`config.mk`:
```
export PLATFORM = sky130hd
export DESIGN_NAME = ir_frame_tx
export DESIGN_NICKNAME = d
export VERILOG_FILES = /design/src/rtl/ir_tx_pkg.sv /design/src/rtl/ir_tx_timer.sv /design/src/rtl/ir_tx_gap.sv /design/src/rtl/ir_tx_bitseq.sv /design/src/rtl/ir_frame_tx.sv
export SDC_FILE = /design/constraint.sdc
export NUM_CORES = 1
export LEC_CHECK = 0
export BUFFER_PORTS_ARGS = -buffer_cell sky130_fd_sc_hd__buf_2
export CAP_MARGIN = 40
export CORE_MARGIN = 2
export CORE_UTILIZATION = 25
export CTS_BUF_LIST = sky130_fd_sc_hd__clkbuf_8
export DETAILED_ROUTE_END_ITERATION = 10
export GPL_TIMING_DRIVEN = 0
export PLACE_DENSITY_LB_ADDON = 0.2
export RECOVER_POWER = 100
export SYNTH_ARGS = -nofsm -noshare
export SYNTH_HDL_FRONTEND = slang
export SYNTH_SLANG_ARGS = --single-unit
```
`constraint.sdc`:
```
create_clock -name clk_i -period 2.8 [get_ports clk_i]
set_input_delay 0.42 -clock clk_i [delete_from_list [all_inputs] [get_ports clk_i]]
set_output_delay 0.42 -clock clk_i [all_outputs]
set_load 0.02 [all_outputs]
```
`src/rtl/ir_tx_pkg.sv`:
```
package ir_tx_pkg;
  typedef enum logic [2:0] {
    S_IDLE, S_GAP, S_LEAD_MK, S_LEAD_SP, S_BIT_MK, S_BIT_SP, S_STOP_MK
  } tx_state_e;

  function automatic longint us_to_cyc(input longint clk_hz, input longint us);
    return (clk_hz * us) / 64'd1_000_000;
  endfunction
endpackage

```
`src/rtl/ir_tx_timer.sv`:
```
module ir_tx_timer #(
  parameter int unsigned CNT_W = 20
) (
  input  logic             clk_i,
  input  logic             rst_ni,
  input  logic             load_i,
  input  logic [CNT_W-1:0] load_val_i,
  output logic             zero_o
);
  logic [CNT_W-1:0] cnt_q;

  always_ff @(posedge clk_i or negedge rst_ni) begin
    if (!rst_ni)             cnt_q <= '0;
    else if (load_i)         cnt_q <= load_val_i;
    else if (cnt_q != '0)    cnt_q <= cnt_q - 1'b1;
  end

  assign zero_o = (cnt_q == '0);
endmodule

```
`src/rtl/ir_tx_gap.sv`:
```
module ir_tx_gap #(
  parameter int unsigned LIMIT = 2_000_000
) (
  input  logic clk_i,
  input  logic rst_ni,
  input  logic clear_i,
  output logic ok_o
);
  localparam int unsigned GAP_W = (LIMIT < 2) ? 1 : $clog2(LIMIT);
  localparam logic [GAP_W-1:0] TOP = GAP_W'(LIMIT - 1);

  logic [GAP_W-1:0] cnt_q;

  // saturates one below the limit so the leader lands exactly LIMIT cycles after the rise
  always_ff @(posedge clk_i or negedge rst_ni) begin
    if (!rst_ni)            cnt_q <= '0;
    else if (clear_i)       cnt_q <= '0;
    else if (cnt_q != TOP)  cnt_q <= cnt_q + 1'b1;
  end

  assign ok_o = (cnt_q == TOP);
endmodule

```
`src/rtl/ir_tx_bitseq.sv`:
```
module ir_tx_bitseq #(
  parameter int unsigned BYTE_W = 8
) (
  input  logic                clk_i,
  input  logic                rst_ni,
  input  logic                load_i,
  input  logic                adv_i,
  input  logic [BYTE_W-1:0]   addr_i,
  input  logic [BYTE_W-1:0]   cmd_i,
  output logic                bit_o,
  output logic                last_o,
  output logic [4*BYTE_W-1:0] word_o
);
  localparam int unsigned NB    = 4 * BYTE_W;
  localparam int unsigned IDX_W = $clog2(NB);
  localparam logic [IDX_W-1:0] LAST = IDX_W'(NB - 1);

  logic [NB-1:0]    word_q;
  logic [IDX_W-1:0] idx_q;

  always_ff @(posedge clk_i or negedge rst_ni) begin
    if (!rst_ni) begin
      word_q <= '0;
      idx_q  <= '0;
    end else if (load_i) begin
      word_q <= {~cmd_i, cmd_i, ~addr_i, addr_i};
      idx_q  <= '0;
    end else if (adv_i) begin
      idx_q  <= idx_q + 1'b1;
    end
  end

  assign bit_o  = word_q[idx_q];
  assign last_o = (idx_q == LAST);
  assign word_o = word_q;
endmodule

```
`src/rtl/ir_frame_tx.sv`:
```
module ir_frame_tx
  import ir_tx_pkg::*;
#(
  parameter longint      CLK_HZ     = 50_000_000,
  parameter int unsigned BYTE_W     = 8,
  parameter int unsigned LEAD_MK_US = 9000,
  parameter int unsigned LEAD_SP_US = 4500,
  parameter int unsigned REP_SP_US  = 2250,
  parameter int unsigned MARK_US    = 560,
  parameter int unsigned ZERO_SP_US = 560,
  parameter int unsigned ONE_SP_US  = 1690,
  parameter int unsigned GAP_US     = 40000
) (
  input  logic              clk_i,
  input  logic              rst_ni,
  input  logic              start_i,
  input  logic              repeat_i,
  input  logic [BYTE_W-1:0] addr_i,
  input  logic [BYTE_W-1:0] cmd_i,
  output logic              ir_o,
  output logic              busy_o,
  output logic              done_o
);
  localparam int unsigned NB        = 4 * BYTE_W;
  localparam int unsigned LEAD_MK_C = int'(us_to_cyc(CLK_HZ, LEAD_MK_US));
  localparam int unsigned LEAD_SP_C = int'(us_to_cyc(CLK_HZ, LEAD_SP_US));
  localparam int unsigned REP_SP_C  = int'(us_to_cyc(CLK_HZ, REP_SP_US));
  localparam int unsigned MARK_C    = int'(us_to_cyc(CLK_HZ, MARK_US));
  localparam int unsigned ZERO_C    = int'(us_to_cyc(CLK_HZ, ZERO_SP_US));
  localparam int unsigned ONE_C     = int'(us_to_cyc(CLK_HZ, ONE_SP_US));
  localparam int unsigned GAP_C     = int'(us_to_cyc(CLK_HZ, GAP_US));

  localparam int unsigned MAX_A   = (LEAD_MK_C > LEAD_SP_C) ? LEAD_MK_C : LEAD_SP_C;
  localparam int unsigned MAX_B   = (REP_SP_C > MARK_C) ? REP_SP_C : MARK_C;
  localparam int unsigned MAX_C   = (ZERO_C > ONE_C) ? ZERO_C : ONE_C;
  localparam int unsigned MAX_AB  = (MAX_A > MAX_B) ? MAX_A : MAX_B;
  localparam int unsigned MAX_SEG = (MAX_AB > MAX_C) ? MAX_AB : MAX_C;
  localparam int unsigned CNT_W   = $clog2(MAX_SEG + 1);

  // reload values are length-1: the load cycle itself is the first cycle of the segment
  localparam logic [CNT_W-1:0] LEAD_MK_L = CNT_W'(LEAD_MK_C - 1);
  localparam logic [CNT_W-1:0] LEAD_SP_L = CNT_W'(LEAD_SP_C - 1);
  localparam logic [CNT_W-1:0] REP_SP_L  = CNT_W'(REP_SP_C - 1);
  localparam logic [CNT_W-1:0] MARK_L    = CNT_W'(MARK_C - 1);
  localparam logic [CNT_W-1:0] ZERO_L    = CNT_W'(ZERO_C - 1);
  localparam logic [CNT_W-1:0] ONE_L     = CNT_W'(ONE_C - 1);

  tx_state_e        st_q, st_d;
  logic             rep_q, rep_d;
  logic             sent_q, sent_d;
  logic             done_q, done_d;
  logic             tmr_load, tmr_zero;
  logic [CNT_W-1:0] tmr_val;
  logic             seq_load, seq_adv, seq_bit, seq_last;
  logic             gap_ok;
  logic [NB-1:0]    frame_word;

  ir_tx_timer #(.CNT_W(CNT_W)) u_tmr (
    .clk_i      (clk_i),
    .rst_ni     (rst_ni),
    .load_i     (tmr_load),
    .load_val_i (tmr_val),
    .zero_o     (tmr_zero)
  );

  ir_tx_gap #(.LIMIT(GAP_C)) u_gap (
    .clk_i   (clk_i),
    .rst_ni  (rst_ni),
    .clear_i (done_d),
    .ok_o    (gap_ok)
  );

  ir_tx_bitseq #(.BYTE_W(BYTE_W)) u_seq (
    .clk_i  (clk_i),
    .rst_ni (rst_ni),
    .load_i (seq_load),
    .adv_i  (seq_adv),
    .addr_i (addr_i),
    .cmd_i  (cmd_i),
    .bit_o  (seq_bit),
    .last_o (seq_last),
    .word_o (frame_word)
  );

  always_comb begin
    st_d     = st_q;
    rep_d    = rep_q;
    sent_d   = sent_q;
    done_d   = 1'b0;
    tmr_load = 1'b0;
    tmr_val  = '0;
    seq_load = 1'b0;
    seq_adv  = 1'b0;
    unique case (st_q)
      S_IDLE: begin
        if (start_i) begin
          st_d     = S_LEAD_MK;
          tmr_load = 1'b1;
          tmr_val  = LEAD_MK_L;
          seq_load = 1'b1;
          rep_d    = 1'b0;
          sent_d   = 1'b1;
        end else if (repeat_i && sent_q) begin
          rep_d = 1'b1;
          if (gap_ok) begin
            st_d     = S_LEAD_MK;
            tmr_load = 1'b1;
            tmr_val  = LEAD_MK_L;
          end else begin
            st_d = S_GAP;
          end
        end
      end
      S_GAP: begin
        if (gap_ok) begin
          st_d     = S_LEAD_MK;
          tmr_load = 1'b1;
          tmr_val  = LEAD_MK_L;
        end
      end
      S_LEAD_MK: begin
        if (tmr_zero) begin
          st_d     = S_LEAD_SP;
          tmr_load = 1'b1;
          tmr_val  = rep_q ? REP_SP_L : LEAD_SP_L;
        end
      end
      S_LEAD_SP: begin
        if (tmr_zero) begin
          st_d     = rep_q ? S_STOP_MK : S_BIT_MK;
          tmr_load = 1'b1;
          tmr_val  = MARK_L;
        end
      end
      S_BIT_MK: begin
        if (tmr_zero) begin
          st_d     = S_BIT_SP;
          tmr_load = 1'b1;
          tmr_val  = seq_bit ? ONE_L : ZERO_L;
        end
      end
      S_BIT_SP: begin
        if (tmr_zero) begin
          st_d     = seq_last ? S_STOP_MK : S_BIT_MK;
          tmr_load = 1'b1;
          tmr_val  = MARK_L;
          seq_adv  = ~seq_last;
        end
      end
      S_STOP_MK: begin
        if (tmr_zero) begin
          st_d   = S_IDLE;
          done_d = 1'b1;
        end
      end
      default: st_d = S_IDLE;
    endcase
  end

  always_ff @(posedge clk_i or negedge rst_ni) begin
    if (!rst_ni) begin
      st_q   <= S_IDLE;
      rep_q  <= 1'b0;
      sent_q <= 1'b0;
      done_q <= 1'b0;
    end else begin
      st_q   <= st_d;
      rep_q  <= rep_d;
      sent_q <= sent_d;
      done_q <= done_d;
    end
  end

  assign ir_o   = !(st_q inside {S_LEAD_MK, S_BIT_MK, S_STOP_MK});
  assign busy_o = (st_q != S_IDLE);
  assign done_o = done_q;
endmodule

```
==> reports/metrics.cfg <==
[drt]
m1WireLength_um=5390
met2_length_um=4870
via_per_inst=4.76
wl_met3_um=370
wire_per_inst_um=14.5
drc=0
top_layer=met4
wl_um=10800
drtPass1Iterations=5
via_count=3545
drt.antenna.violating_nets=0
first_iter_violations=179

[synthesis]
synth_mux_area_share_pct=4.29
synth_edf_count=0
synth_simple_gate_area_share_pct=25.3
syn_area_sq_mm=0.00443
syn_inst=478
syn_nets=502
synth_ff_type=dfrtp_1
synth_xor_area_share_pct=7.70
ys_types=58
synth_top_family_by_area=simple AND/OR/NAND/NOR gates
synth-async-reset-ratio_pct=100
ys_ff_latch=83
synth-seq-area-share_pct=46.8
syn_area_per_cell_sq_um=9.28
synth_compound_area_share_pct=11.6
synthAdderAreaFrac_pct=1.13
yosysWarnings=0

[global_routing]
grt_max_degree=59
antenna_found_initial=0
grt_pass1_wl_um=17800
grt_overflow_total=0
first_global_vias=3387
grt_use_total_pct=12.3

[sta]
fin_ws_ns=0.212
finClkSkew_ns=0.0109
worst_pin_slew_ns=1.60
slew-limit-headroom_pct=-6.99
final_max_slew_viol_count=26
fin_tns_setup_ns=0
fin_crit_ns=2.59
clock.fmax_mhz=386
finalSetupViolations=0
finalCritPeriodShare_pct=92.4
rsz0062_at_grt=no
hold_viol=0

[floorplan]
die_h_um=137
core_area_sq_mm=0.0173
num_rows=48
die_area_sq_mm=0.0188
die_w_um=137
ios=23
start_util_pct=25.6

[worst_setup_path]
cp_slowest_stage_delay_ns=0.44
worstSetupPathType=reg -> reg
arrival_ns=2.84
crit_path_top_delay_cell=dfrtp_1
worst-endpoint-required_ns=3.05
crit_fanout=9
end_kind=flop
worstSetupStartpointType=flop
worstPathCellList=ha_1, and2_0, and4_1, clkbuf_1, nand2_1, a21oi_1, a211oi_1, o32a_1

[min_path]
hold_class=in -> reg

[cts]
cts_buffer_depth=2
insertion_delay_ns=0.36
htree_num_levels=3
cts_sinks=83
cts_root_buf=clkbuf_8
cts.clk_slew.worst_paths_ns=0.08
cts_tree=built
cts_buffers=9

[cells_and_area]
utilization_pct=29.2
layout_common_cells=nand2_1 (93), dfrtp_1 (83), nor2_1 (41)
antennaDiodeCount=0
final_common_cell=nand2_1
fillCellCount=1899
layout-drive-gt1-share_pct=10.2
syn_to_final_growth_pct=13.8
finalNetCount=540
fin_area_sq_mm=0.00505

[placed_design]
dp_slack_ns=0.242
place_congestion=0.777
place_area_sq_mm=0.00486
io_buffers=22
dp_hpwl_um=7780

[run_status]
outcome=finished with violations
violations=capacitance limit, slew limit

[power_and_ir_drop]
power_density_mw_per_mm2=434
power.leakage_nw=2.27
irDropWorstVdd_uv=226

[job]
maxCapViolCount=1

==> state kept, by name, summed over array words and instances (netlist names) <==
signal	flops
u_tmr.cnt_q	19
rep_q	1
u_gap.cnt_q	21
sent_q	1
done_o	1
u_seq.word_o	32
u_seq.idx_q	5
st_q	3
==> cell type report <==
cell class	count	area, sq um	share of cell area, %
Tap cell	225	282	5.58
Buffer	23	103	2.03
Clock inverter	4	43.8	0.868
Multi-Input combinational cell	364	2210	43.9
Clock buffer	10	138	2.73
Sequential cell	83	2080	41.2
Timing Repair Buffer	27	161	3.20
Inverter	8	30.0	0.595
==> metal layers <==
layer / vias up / global-route usage [%]
met5: - / 0
met4: 0 / 4.70
met3: 11 / 2.17
met2: 62 / 18.4
met1: 1728 / 17.6
li1: 1744 / -
==> logic make-up after synthesis <==
kind of cell	after synthesis
xor gates and xnor gates	39
AOI/OAI and AO/OA	79
muxes	19
and+or+nand+nor	223
DFF	83
adders and majority gates	4
buffers and inverters	31
==> cells in the mapped netlist, types with 2 or more instances <==
library cell,instances,area share [%]
xor2_1,21,4.1
ha_1,4,1.1
nor2b_1,5,0.71
xnor2_1,18,3.6
clkbuf_1,14,1.2
o21bai_1,2,0.34
o21ai_0,22,2.5
o31ai_1,3,0.51
a31oi_1,5,0.71
o32a_1,2,0.45
nand3_1,16,1.8
nor2_1,41,3.5
nand4_1,11,1.6
mux2i_1,19,4.3
nor4_1,8,1.1
and4_1,3,0.59
and3_1,8,1.1
inv_1,8,0.68
and2_1,4,0.56
a211oi_1,5,0.85
buf_2,6,0.68
nor4b_1,3,0.59
nand2_1,93,7.9
nor4_4,2,0.96
a22oi_1,4,0.68
a21oi_1,18,2.0
buf_4,2,0.34
a211o_1,2,0.40
nor3_1,8,0.90
a2bb2oi_1,2,0.40
nand2b_1,7,0.99
dfrtp_1,83,47
or3_1,4,0.56
==> metrics by stage <==
stage | hold slack [ns] | power (mW) | cells
floorplan | 0.124 | 1.30 | 478
global placement | 0.460 | 1.35 | 725
detailed placement | 0.373 | 1.36 | 727
CTS | 0.213 | 2.23 | 742
global route | 0.227 | 2.29 | 744
finish | 0.225 | 2.19 | 744
==> critical path, delay by kind of cell, from the launching register on <==
| family | cells | cell delay [ns] |
|---|---|---|
| AOI/OAI and AO/OA | 3 | 0.77 |
| and+or+nand+nor | 3 | 0.75 |
| DFF | 1 | 0.44 |
| adders and majority gates | 1 | 0.33 |
| buffers and inverters | 1 | 0.20 |
==> where the power goes <==
part	internal (mW)	total [mW]	switching (mW)
Clock	0.421	0.854	0.433
Sequential	1.22	1.23	0.0135
Combinational	0.0406	0.105	0.0647
==> path summary, 6_finish.rpt <==
check | from | to | slack [ns] | depth (start not counted)
worst max-delay path | u_gap.cnt_q[0]$_DFFE_PN0P_ | st_q[1]$_DFFE_PN0P_ | 0.21 | 8
max in group asynchronous | rst_ni | u_seq.word_o[30]$_DFFE_PN0P_ | 0.81 | 3
worst min-delay path | cmd_i[7] | u_seq.word_o[31]$_DFFE_PN0P_ | 0.23 | 2
worst min register to register | u_seq.word_o[27]$_DFFE_PN0P_ | u_seq.word_o[27]$_DFFE_PN0P_ | 0.48 | 2
min in group asynchronous | rst_ni | done_o$_DFF_PN0_ | 1.00 | 2
worst max register to register | u_gap.cnt_q[0]$_DFFE_PN0P_ | st_q[1]$_DFFE_PN0P_ | 0.21 | 8
==> repair_timing <==
item / 4_1_cts / 5_1_grt
gates resized for setup: 0 / 1
hold buffers: 1 / 0
setup buffers: 0 / 2
endpoints found under the setup margin: 0 / 2
endpoints found under the hold margin: 25 / 0
No activity file was read; power rests on OpenSTA's default activity.
